`src/rtl/rx_sat_clip_pkg.sv`:
```
package rx_sat_clip_pkg;
  typedef enum logic {
    FMT_TWO_SIGN = 1'b0,
    FMT_ONE_SIGN = 1'b1
  } fmt_e;
endpackage

```
`src/rtl/rx_sat_clamp.sv`:
```
module rx_sat_clamp #(
  parameter int IN_W  = 18,
  parameter int OUT_W = 16
) (
  input  logic [IN_W-1:0]  din,
  input  logic             one_sign,
  output logic [OUT_W-1:0] dout,
  output logic             over
);
  import rx_sat_clip_pkg::*;

  localparam logic signed [IN_W-1:0] HI_FULL = IN_W'((64'sd1 <<< (OUT_W-1)) - 64'sd1);
  localparam logic signed [IN_W-1:0] LO_FULL = IN_W'(-(64'sd1 <<< (OUT_W-1)));
  localparam logic signed [IN_W-1:0] HI_HALF = IN_W'((64'sd1 <<< (OUT_W-2)) - 64'sd1);
  localparam logic signed [IN_W-1:0] LO_HALF = IN_W'(-(64'sd1 <<< (OUT_W-2)));

  logic signed [IN_W-1:0] sval;
  logic signed [IN_W-1:0] hi_lim;
  logic signed [IN_W-1:0] lo_lim;
  logic                   above;
  logic                   below;

  always_comb begin
    sval   = $signed(din);
    hi_lim = (fmt_e'(one_sign) == FMT_ONE_SIGN) ? HI_FULL : HI_HALF;
    lo_lim = (fmt_e'(one_sign) == FMT_ONE_SIGN) ? LO_FULL : LO_HALF;
    above  = sval > hi_lim;
    below  = sval < lo_lim;
    over   = above | below;
    if (above) begin
      dout = hi_lim[OUT_W-1:0];
    end else if (below) begin
      dout = lo_lim[OUT_W-1:0];
    end else begin
      dout = sval[OUT_W-1:0];
    end
  end
endmodule

```
`src/rtl/rx_clip_latch.sv`:
```
module rx_clip_latch (
  input  logic clk,
  input  logic rst_n,
  input  logic set_i,
  input  logic clr_i,
  output logic flag_o
);
  logic flag_q;
  logic flag_d;

  always_comb begin
    flag_d = set_i | (flag_q & ~clr_i);
  end

  always_ff @(posedge clk or negedge rst_n) begin
    if (!rst_n) begin
      flag_q <= 1'b0;
    end else begin
      flag_q <= flag_d;
    end
  end

  assign flag_o = flag_q;
endmodule

```
`src/rtl/rx_sat_clip.sv`:
```
module rx_sat_clip #(
  parameter int IN_W     = 18,
  parameter int OUT_W    = 16,
  parameter int ADDR_W   = 3,
  parameter int CTL_W    = 12,
  parameter int CLR_ADDR = 2,
  parameter int CLR_BIT  = 3
) (
  input  logic              clk,
  input  logic              rst_n,
  input  logic              in_vld,
  input  logic [IN_W-1:0]   in_data,
  input  logic              fmt_one_sign,
  input  logic              ctl_wr,
  input  logic [ADDR_W-1:0] ctl_addr,
  input  logic [CTL_W-1:0]  ctl_wdata,
  output logic              out_vld,
  output logic [OUT_W-1:0]  out_data,
  output logic              clip
);
  localparam logic [ADDR_W-1:0] CLR_ADDR_V = ADDR_W'(CLR_ADDR);

  logic [OUT_W-1:0] sat_word;
  logic             sat_over;
  logic             clip_set;
  logic             clip_clr;
  logic             vld_q;
  logic             vld_d;
  logic [OUT_W-1:0] data_q;
  logic [OUT_W-1:0] data_d;
  logic             data_en;

  rx_sat_clamp #(
    .IN_W  (IN_W),
    .OUT_W (OUT_W)
  ) clamp_i (
    .din      (in_data),
    .one_sign (fmt_one_sign),
    .dout     (sat_word),
    .over     (sat_over)
  );

  always_comb begin
    clip_set = in_vld & sat_over;
    clip_clr = ctl_wr & (ctl_addr == CLR_ADDR_V) & ~ctl_wdata[CLR_BIT];
  end

  rx_clip_latch clip_i (
    .clk    (clk),
    .rst_n  (rst_n),
    .set_i  (clip_set),
    .clr_i  (clip_clr),
    .flag_o (clip)
  );

  always_comb begin
    data_en = in_vld;
    vld_d   = in_vld;
    data_d  = data_en ? sat_word : data_q;
  end

  always_ff @(posedge clk or negedge rst_n) begin
    if (!rst_n) begin
      vld_q  <= 1'b0;
      data_q <= '0;
    end else begin
      vld_q  <= vld_d;
      data_q <= data_d;
    end
  end

  assign out_vld  = vld_q;
  assign out_data = data_q;
endmodule

```
`config.mk`:
```
export PLATFORM = sky130hd
export DESIGN_NAME = rx_sat_clip
export DESIGN_NICKNAME = d
export VERILOG_FILES = /design/src/rtl/rx_sat_clip_pkg.sv /design/src/rtl/rx_sat_clamp.sv /design/src/rtl/rx_clip_latch.sv /design/src/rtl/rx_sat_clip.sv
export SDC_FILE = /design/constraint.sdc
export NUM_CORES = 1
export LEC_CHECK = 0
export BUFFER_PORTS_ARGS = -buffer_cell sky130_fd_sc_hd__buf_4
export CAP_MARGIN = 20
export CELL_PAD_IN_SITES_DETAIL_PLACEMENT = 1
export CELL_PAD_IN_SITES_GLOBAL_PLACEMENT = 1
export CORE_MARGIN = 1.5
export CORE_UTILIZATION = 33
export DETAILED_ROUTE_END_ITERATION = 6
export GPL_TIMING_DRIVEN = 1
export PLACE_DENSITY = 0.93
export SLEW_MARGIN = 20
export SYNTH_ARGS = -nofsm -noshare
export SYNTH_HDL_FRONTEND = slang
export SYNTH_SLANG_ARGS = --single-unit
```
`constraint.sdc`:
```
create_clock -name clk -period 2.6 [get_ports clk]
set_input_delay 0.39 -clock clk [delete_from_list [all_inputs] [get_ports clk]]
set_output_delay 0.39 -clock clk [all_outputs]
set_load 0.005 [all_outputs]
```
After elaboration in Yosys (flattened, before gate mapping) --
Index checks and enable logic that the tools add are counted.
Word-level totals: register bits after elaboration 18, output and inout port bits 18, word-level logic and storage cells 18
Cells by class: $lt $le $gt $ge 2, equality and inequality tests 1, muxes and demuxes 4, bitwise operators 8
Operators by type and width (number):
- 16-bit two-way mux | 2
- 15-bit two-way mux | 2
- 18-bit greater-than comparator | 1
- 18-bit < comparator | 1
- 1-bit AND | 4
- 3-bit by 2-bit == test with 1-bit output (second input constant) | 1
- 1-bit NOT | 2
- 1-bit OR | 2

Logic depth before layout (Yosys ltp) --
Gate-level depths: netlist of the first run.
depth after elaboration 6, gate-level depth with buffers 7, gate-level depth less buffers 6

Cells and area by module --
From an unflattened synthesis of the first run, not the netlist that was laid out.
Second synthesis, totals: cells, all modules 97, area total of the unflattened synthesis 1048.5 sq um
Modules (own cells, without submodules):
- rx_sat_clip | times used 1, cells an instance 38, area an instance 691.9 sq um, sequential area each 425.4 sq um
- rx_sat_clamp | times used 1, cells an instance 56, area an instance 320.3 sq um, sequential area each 0.0 sq um
- rx_clip_latch | times used 1, cells an instance 3, area an instance 36.3 sq um, sequential area each 25.0 sq um

Least setup slack after synthesis of the first run --
OpenSTA, ideal clock, no wires.
path type input-to-reg, start in fmt_one_sign, end reg data_q[2] (netlist: out_data[2]), arrival time 1.539 ns, data required time 2.465 ns, slack 0.927 ns, stages 7, cells stage by stage inv_1 -> ha_1 -> and4b_1 -> a41oi_4 -> buf_6 -> nor3_1 -> o22ai_1
On the way: word-level cells in the longest chain between the ends 4
RTL lines:
- from (decl) | line rx_sat_clip.sv:13 | input logic fmt_one_sign,
- 15-bit two-way mux | line rx_sat_clamp.sv:26 | lo_lim = (fmt_e'(one_sign) == FMT_ONE_SIGN) ? LO_FULL : LO_HALF;
- 18-bit < comparator | line rx_sat_clamp.sv:28 | below = sval < lo_lim;
- 16-bit two-way mux | line rx_sat_clamp.sv:32 | end else if (below) begin
- 16-bit two-way mux (*) | line rx_sat_clamp.sv:30 | if (above) begin
- to (signal assigned) | line rx_sat_clip.sv:68 | data_q <= data_d;
- to (decl) | line rx_sat_clip.sv:29 | logic [OUT_W-1:0] data_q;
Mark *: on every way between the ends. The rest lies on a longest branch, timed or not. A chain may end at the register's enable or synchronous reset.

Worst setup path after layout of the first run --
start in fmt_one_sign, end reg clip_i.flag_q (netlist: clip_i.flag_o)
On the way: word-level cells in the longest chain between the ends 5
RTL lines:
- 15-bit two-way mux (on tied branches) | line rx_sat_clamp.sv:25, rx_sat_clamp.sv:26
- 18-bit greater-than comparator / 18-bit < comparator (equally long branches) | line rx_sat_clamp.sv:27, rx_sat_clamp.sv:28
- 1-bit OR (*) | line rx_sat_clamp.sv:29 | over = above | below;
- 1-bit AND (*) | line rx_sat_clip.sv:44 | clip_set = in_vld & sat_over;
- 1-bit OR (*) | line rx_clip_latch.sv:12 | flag_d = set_i | (flag_q & ~clr_i);
- via clip_i.flag_d | line rx_clip_latch.sv:9 | logic flag_d;
- to (signal assigned) | line rx_clip_latch.sv:19 | flag_q <= flag_d;
- to (decl) | line rx_clip_latch.sv:8 | logic flag_q;
Mark *: on every way through the listed nets, which the timed path passes. The rest lies on a longest branch.

==> run summary, run 1 <==
Area of the multi-input gates - 407.9 um^2
Status - finished, final reports clean
Remaining DRCs - 0
Worst EP required - 2.79 ns
Critical path class - in -> reg
VDD IR max - 420.6 uV
Mean routed wirelength per cell - 16.09 um
Post_cts resized - 0
Commonest cells in the netlist - dfrtp_1 (18), inv_1 (16), nor3_1 (14), o22ai_1 (14)
RSZ-0062 raised after global routing - no
Syn Nets - 136
Width of the die - 57.17 um
Layout Utilization - 48.22%
Largest stage delay on the critical path - 0.36 ns
Final setup fails - 0
Ant diodes - 0
Cells after Synth - 96
Internal reg-to-reg setup slack - 1.50 ns
Cell Chain, Critical Path - buf_4 > inv_1 > ha_1 > and4b_1 > a41oi_4 > o31ai_1 > nand2_1
CORE AREA - 2781 um^2
Final period utilization - 67.04%
CP max-delay cell - o31ai_1
Buffers on Ports - 44
Row count - 19
Fillers - 328
First-pass GRT wire length - 4.650 mm
TritonCTS clock tree - built
Vias in the first global route - 939
GPL Wtd Cong - 0.8278
Routed vias/inst - 5.281
Crit path capture type - flop
Crit path max-delay family - compound AO/OA/AOI/OAI gates
Mapped Area - 968.4 um^2
Clock sinks - 18
Fin cells - 171
Clock latency on the worst-skew pair - 0.30 ns
Number of flops mapped to enable cells by yosys - 0
DR iter-0 viols - 8
Slew HR - 64.30%
Clock period minus worst slack - 1.743 ns
H-tree Lvls - 1
Total Power - 0.0006809 W
CTS buffer count - 3
Slew Viols, Final - 0
Syn Area/Cell - 10.09 um^2
Routing usage on met1 - 23.44%
Max Root-Sink Buffers - 2
Bufs and invs on worst path - 2
Via count - 903
Pwr Density - 507.6 nW/um^2
# IOs - 56
Lkg Pwr - 0.6514 nW
Share of layout cells above drive strength 1 - 40.00%
GRT met3 Usage - 3.628%
Synth async-reset ratio - 100.0%
GRT busiest layer - met2
Post-Route WL - 2.752 mm
Layout Area Growth over Synthesis - 38.50%
Synth top area share - 46.51%
Gr usage total - 18.43%
Post CTS Setup Buffer Count - 0
Routed Antenna Nets - 0
Die area - 3268 um^2
Hpwl dp - 2.122 mm
Worst-path maximum fanout - 15
Fmax - 573.7 MHz
Hold Violations, Final - 0
Initial antenna violation count - 0
Most common cell in the netlist - dfrtp_1
YS warnings - 0
Overflow after GRT - 0
Drt pass-1 iters - 4
Total Nets Final - 181
Vert. Die Dim - 57.17 um
Total Negative Setup Slacks - 0 ns
Dpl cells - 166
Max Cap Violations - 0
Yosys reg bits - 18
Hold WC Path Type - in -> reg
Root Buffer - clkbuf_4
CP Data Arrival Time - 1.94 ns
Reg clk slew, reported paths - 0.11 ns
Final worst clock skew - 0 ns
Met2 usage - 32.51%
Least-Margin Pin Slew - 0.5355 ns
Synth unique cells - 31
Initial Utilization - 34.82%
Register area - 450.4 um^2
Main synth FF type - dfrtp_1
Yosys top cell by area - dfrtp_1
Post-synthesis sequential area ratio - 46.51%
Hold slack - 0.3146 ns
Pin count of the biggest net entering global routing - 21
Dominant cells by area after synthesis - dfrtp_1 (47%), o22ai_1 (9.0%), nor3_1 (7.2%), inv_1 (6.2%), buf_6 (3.5%)
CP Launch Type - primary input
cell usage in the layout, fill, tap and decap left out, types with 2 or more instances in the layout:
cell	Yosys	layout
clkbuf_4	0	3
dfrtp_1	18	18
inv_1	16	16
mux2_2	2	2
nor3_2	2	2
buf_4	1	45
ha_1	2	2
nand2b_1	3	3
nor3_1	14	14
o22ai_1	14	14
cell families after synthesis:
family                     count (synthesis)  share of synthesized area [%]
AOI/OAI and AO/OA                         21                          16.41
adders and majority gates                  2                          2.584
buffers and inverters                     22                          11.37
DFF                                       18                          46.51
muxes                                      2                          2.325
and+or+nand+nor                           31                          20.80
final timing paths:
kind                                            endpoint  cells after the start                      from
min in group asynchronous       out_data[15]$_DFFE_PN0P_                      2                     rst_n
worst min-delay path             clip_i.flag_o$_DFF_PN0_                      3               ctl_addr[0]
max in group asynchronous        out_data[1]$_DFFE_PN0P_                      2                     rst_n
worst max register to register  out_data[14]$_DFFE_PN0P_                      4  out_data[14]$_DFFE_PN0P_
worst max-delay path             clip_i.flag_o$_DFF_PN0_                      7              fmt_one_sign
worst min register to register  out_data[15]$_DFFE_PN0P_                      1  out_data[15]$_DFFE_PN0P_
cell type report:
cell class              count  area share (%)
flip-flops and latches     18           33.58
multi-input cells          56           30.41
repair buffers             46           25.93
inverters                  16           4.478
well taps                  31           2.892
clock buffers               4           2.705
layer usage:
metal	wire length, um	up-vias
met1	1180	428
met3	208	4
li1	-	434
met5	0	-
met4	29	0
met2	1333	37
state kept, by name, summed over array words and instances, names as in the netlist:
name	count
out_vld	1
clip_i.flag_o	1
out_data	16
timing repair:
item                       CTS  global route
hold buffers                 1             0
hold endpoints to repair    18             0
setup endpoints to repair    0             0
report_power, final:
part / internal [W] / leakage, nW / switching (W)
combinational: 0.0000945 / 0.412 / 0.0000770
clock: 0.0000854 / 0.0210 / 0.0000978
sequential: 0.000309 / 0.218 / 0.0000167
total: 0.000489 / 0.651 / 0.000192
tightest hold or removal path, cell delays in order:
cell and delay, ns:
buf_4 0.08, o21ai_0 0.07, nand2_1 0.05
per-stage QoR:
step | setup slack, ns | cell area [um^2]
2_1_floorplan | 0.9266 | 968.4
3_3_place_gp | 0.6322 | 1295
3_5_place_dp | 0.5497 | 1295
4_1_cts | 0.8658 | 1341
5_1_grt | 0.7304 | 1341
6_report | 0.8569 | 1341
(Power assumes the default switching activity.)
==> run 2: changes to the inputs <==
- ABC_AREA: default -> 1
- CORE_UTILIZATION: 33 -> 25
- PLACE_DENSITY: 0.93 -> 0.83
- clock period: 2.6 -> 1.4 ns (I/O delays scaled with it)
==> run 2 against run 1 <==
Via count grew 6.5%. Utilization decreased by 8.1 points. Die area rose by 28%. Critical path depth is 6 higher. Combinational power grew 90%. Highest routed layer unchanged.
==> run summary, run 2 <==
Clock latency on the worst-skew pair - 0.25 ns (was 0.30 ns)
Post-Route WL - 2.631 mm (was 2.752 mm)
Max FFs per register - 16 (unchanged)
Mapped Area - 949.7 um^2 (was 968.4 um^2)
FF-to-FF End - clip_i.flag_o$_DFF_PN0_ (was out_data[14]$_DFFE_PN0P_)
Least-Margin Pin Slew - 0.6610 ns (was 0.5355 ns)
Gr usage total - 13.31% (was 18.43%)
Max Root-Sink Buffers - 2 (unchanged)
Synth unique cells - 17 (was 31)
Cell Chain, Critical Path - buf_8 > inv_4 > ha_4 > inv_2 > nand2_1 > nor2_1 > nand2_1 > o21ai_2 > nand2_2 > nand2_4 > nand2_2 > nand2_2 > nand2_1 (was buf_4 > inv_1 > ha_1 > and4b_1 > a41oi_4 > o31ai_1 > nand2_1)
Clock sinks - 18 (unchanged)
CP Launch Type - primary input (unchanged)
Reg clk slew, reported paths - 0.07 ns (was 0.11 ns)
Hold Violations, Final - 0 (unchanged)
Drt pass-1 iters - 4 (unchanged)
Largest stage delay on the critical path - 0.19 ns (was 0.36 ns)
Initial antenna violation count - 0 (unchanged)
Synth top area share - 47.43% (was 46.51%)
Fmax - 775.7 MHz
FF-to-FF Start - clip_i.flag_o$_DFF_PN0_ (was out_data[14]$_DFFE_PN0P_)
Number of flops mapped to enable cells by yosys - 0 (unchanged)
First-pass GRT wire length - 4.278 mm (was 4.650 mm)
Critical path class - in -> reg (unchanged)
Routed Antenna Nets - 0 (unchanged)
Initial Utilization - 25.94% (was 34.82%)
Crit path max-delay family - simple AND/OR/NAND/NOR gates (was compound AO/OA/AOI/OAI gates)
Total Nets Final - 226 (was 181)
Setup crit start - fmt_one_sign (unchanged)
CP Data Arrival Time - 1.44 ns (was 1.94 ns)
Yosys reg bits - 18 (unchanged)
Hold Path Stages - 1 (was 3)
Crit path capture type - flop (unchanged)
FF-to-FF path depth - 2 (was 4)
Commonest cells in the netlist - nand2_1 (74), inv_1 (20), dfrtp_1 (18) (was dfrtp_1 (18), inv_1 (16), nor3_1 (14), o22ai_1 (14))
Placement Cell Area - 1339 um^2 (was 1295 um^2)
Hold path startpoint - in_vld (was ctl_addr[0])
Share of layout cells above drive strength 1 - 38.38% (was 40.00%)
Routed vias/inst - 4.129 (was 5.281)
Hold WC Path Type - in -> reg (unchanged)
Internal reg-to-reg setup slack - 0.77 ns (was 1.50 ns)
Pin count of the biggest net entering global routing - 19 (was 21)
Fin area - 1470 um^2 (was 1341 um^2)
End of the worst hold path - out_vld$_DFF_PN0_ (was clip_i.flag_o$_DFF_PN0_)
DR iter-0 viols - 27 (was 8)
Slew Viols, Final - 0 (unchanged)
Fillers - 472 (was 328)
Root Buffer - clkbuf_8 (was clkbuf_4)
YS warnings - 0 (unchanged)
Final period utilization - 92.08%
Max Cap Violations - 0 (unchanged)
Slew HR - 55.88% (was 64.30%)
Pwr Density - 920.4 nW/um^2 (was 507.6 nW/um^2)
Bufs and invs on worst path - 3 (was 2)
Final worst clock skew - 0 ns (unchanged)
Remaining DRCs - 0 (unchanged)
Commonest non-fill, non-tap cell in the layout - nand2_1 (was buf_4)
CP max-delay cell - ha_4 (was o31ai_1)
# IOs - 56 (unchanged)
CTS buffer count - 3 (unchanged)
Mean routed wirelength per cell - 11.29 um (was 16.09 um)
Buffers on Ports - 44 (unchanged)
Post CTS Setup Buffer Count - 0 (unchanged)
CORE AREA - 3661 um^2 (was 2781 um^2)
TritonCTS clock tree - built (unchanged)
Vert. Die Dim - 64.64 um (was 57.17 um)
Worst-path maximum fanout - 8 (was 15)
Vias in the first global route - 965 (was 939)
Width of the die - 64.64 um (was 57.17 um)
Die area - 4178 um^2 (was 3268 um^2)
Final setup fails - 0 (unchanged)
Ant diodes - 0 (unchanged)
Clock period minus worst slack - 1.289 ns
Cells after Synth - 134 (was 96)
Synth async-reset ratio - 100.0% (unchanged)
Overflow after GRT - 0 (unchanged)
Status - finished, final reports clean (unchanged)
Syn Area/Cell - 7.087 um^2 (was 10.09 um^2)
Syn Nets - 174 (was 136)
Most common cell in the netlist - nand2_1 (was dfrtp_1)
GPL Wtd Cong - 0.7271 (was 0.8278)
Most frequent cells in the layout - nand2_1 (64), buf_4 (46), dfrtp_1 (18) (was buf_4 (45), dfrtp_1 (18), inv_1 (16))
Lkg Pwr - 0.8351 nW (was 0.6514 nW)
Dominant cells by area after synthesis - dfrtp_1 (47%), nand2_1 (29%), inv_1 (7.9%), ha_1 (2.6%), buf_12 (2.1%) (was dfrtp_1 (47%), o22ai_1 (9.0%), nor3_1 (7.2%), inv_1 (6.2%), buf_6 (3.5%))
Yosys top cell by area - dfrtp_1 (unchanged)
VDD IR max - 262.5 uV (was 420.6 uV)
Worst EP required - 1.55 ns (was 2.79 ns)
Main synth FF type - dfrtp_1 (unchanged)
H-tree Lvls - 1 (unchanged)
Row count - 22 (was 19)
Total Power - 0.001353 W (was 0.0006809 W)
Post-synthesis sequential area ratio - 47.43% (was 46.51%)
RSZ-0062 raised after global routing - yes (was no)
Layout Area Growth over Synthesis - 54.81% (was 38.50%)
Hpwl dp - 1.867 mm (was 2.122 mm)
Via count - 962 (was 903)
run 2: changes by cell type after synthesis, sizes merged, moves of 4 or more:
cell	delta
nand2	+75
nor3	-16
o22ai	-14
nor2	+6
inv	+4
run 2: kinds of logic after synthesis:
kind of cell | after synthesis | synth area share, %
and+or+nand+nor | 85 | 35.57
DFF | 18 | 47.43
adders and majority gates | 2 | 2.635
AOI/OAI and AO/OA | 5 | 2.766
buffers and inverters | 24 | 11.59
run 2: worst max path at each step:
stage                               endpoint  cells past startpoint
floorplan           out_data[10]$_DFFE_PN0P_                     13
global placement     out_data[1]$_DFFE_PN0P_                     13
finish               out_data[9]$_DFFE_PN0P_                     13
global route        out_data[13]$_DFFE_PN0P_                     13
detailed placement   out_data[9]$_DFFE_PN0P_                     13
CTS                  out_data[9]$_DFFE_PN0P_                     13
run 2: where the power goes:
group / switching [W] / internal, W / total, W
Clock: 0.000174 / 0.000250 / 0.000424
Combinational: 0.000154 / 0.000173 / 0.000327
Sequential: 0.0000292 / 0.000573 / 0.000602
Total: 0.000357 / 0.000996 / 0.00135
run 2: what timing repair did:
item	4_1_cts	5_1_grt
hold buffers	1	0
hold endpoints to repair	18	0
gates resized for setup	0	20
setup endpoints to repair	0	16
run 2: layer usage:
metal / global-route usage [%] / vias to the layer above / share of wire, %
li1: - / 495 / -
met1: 16.09 / 438 / 47
met2: 23.31 / 27 / 48
met3: 1.736 / 2 / 3.6
met4: 6.383 / 0 / 1.1
met5: 0 / - / 0
run 2: layout make-up:
class	count	area (um^2)	area share (%)
tap	48	60.06	4.085
multi-input combinational	93	441.7	30.04
clock buffer	4	55.05	3.745
timing repair buffer	49	381.6	25.96
inverter	21	81.33	5.532
sequential	18	450.4	30.64
run 2: stage by stage:
stage / std cells / TNS, ns / hold slack [ns] / utilization (%) / setup WS, ns
global route: 233 / -0.01640 / 0.09128 / 40.16 / -0.009120
floorplan: 134 / 0 / -0.08559 / - / 0.02739
finish: 233 / 0 / 0.09380 / 40.16 / 0.1108
global placement: 227 / -2.485 / 0.09554 / 36.57 / -0.1732
detailed placement: 227 / -3.250 / 0.09647 / 36.57 / -0.2210
CTS: 232 / 0 / 0.08328 / 38.35 / 0.04770
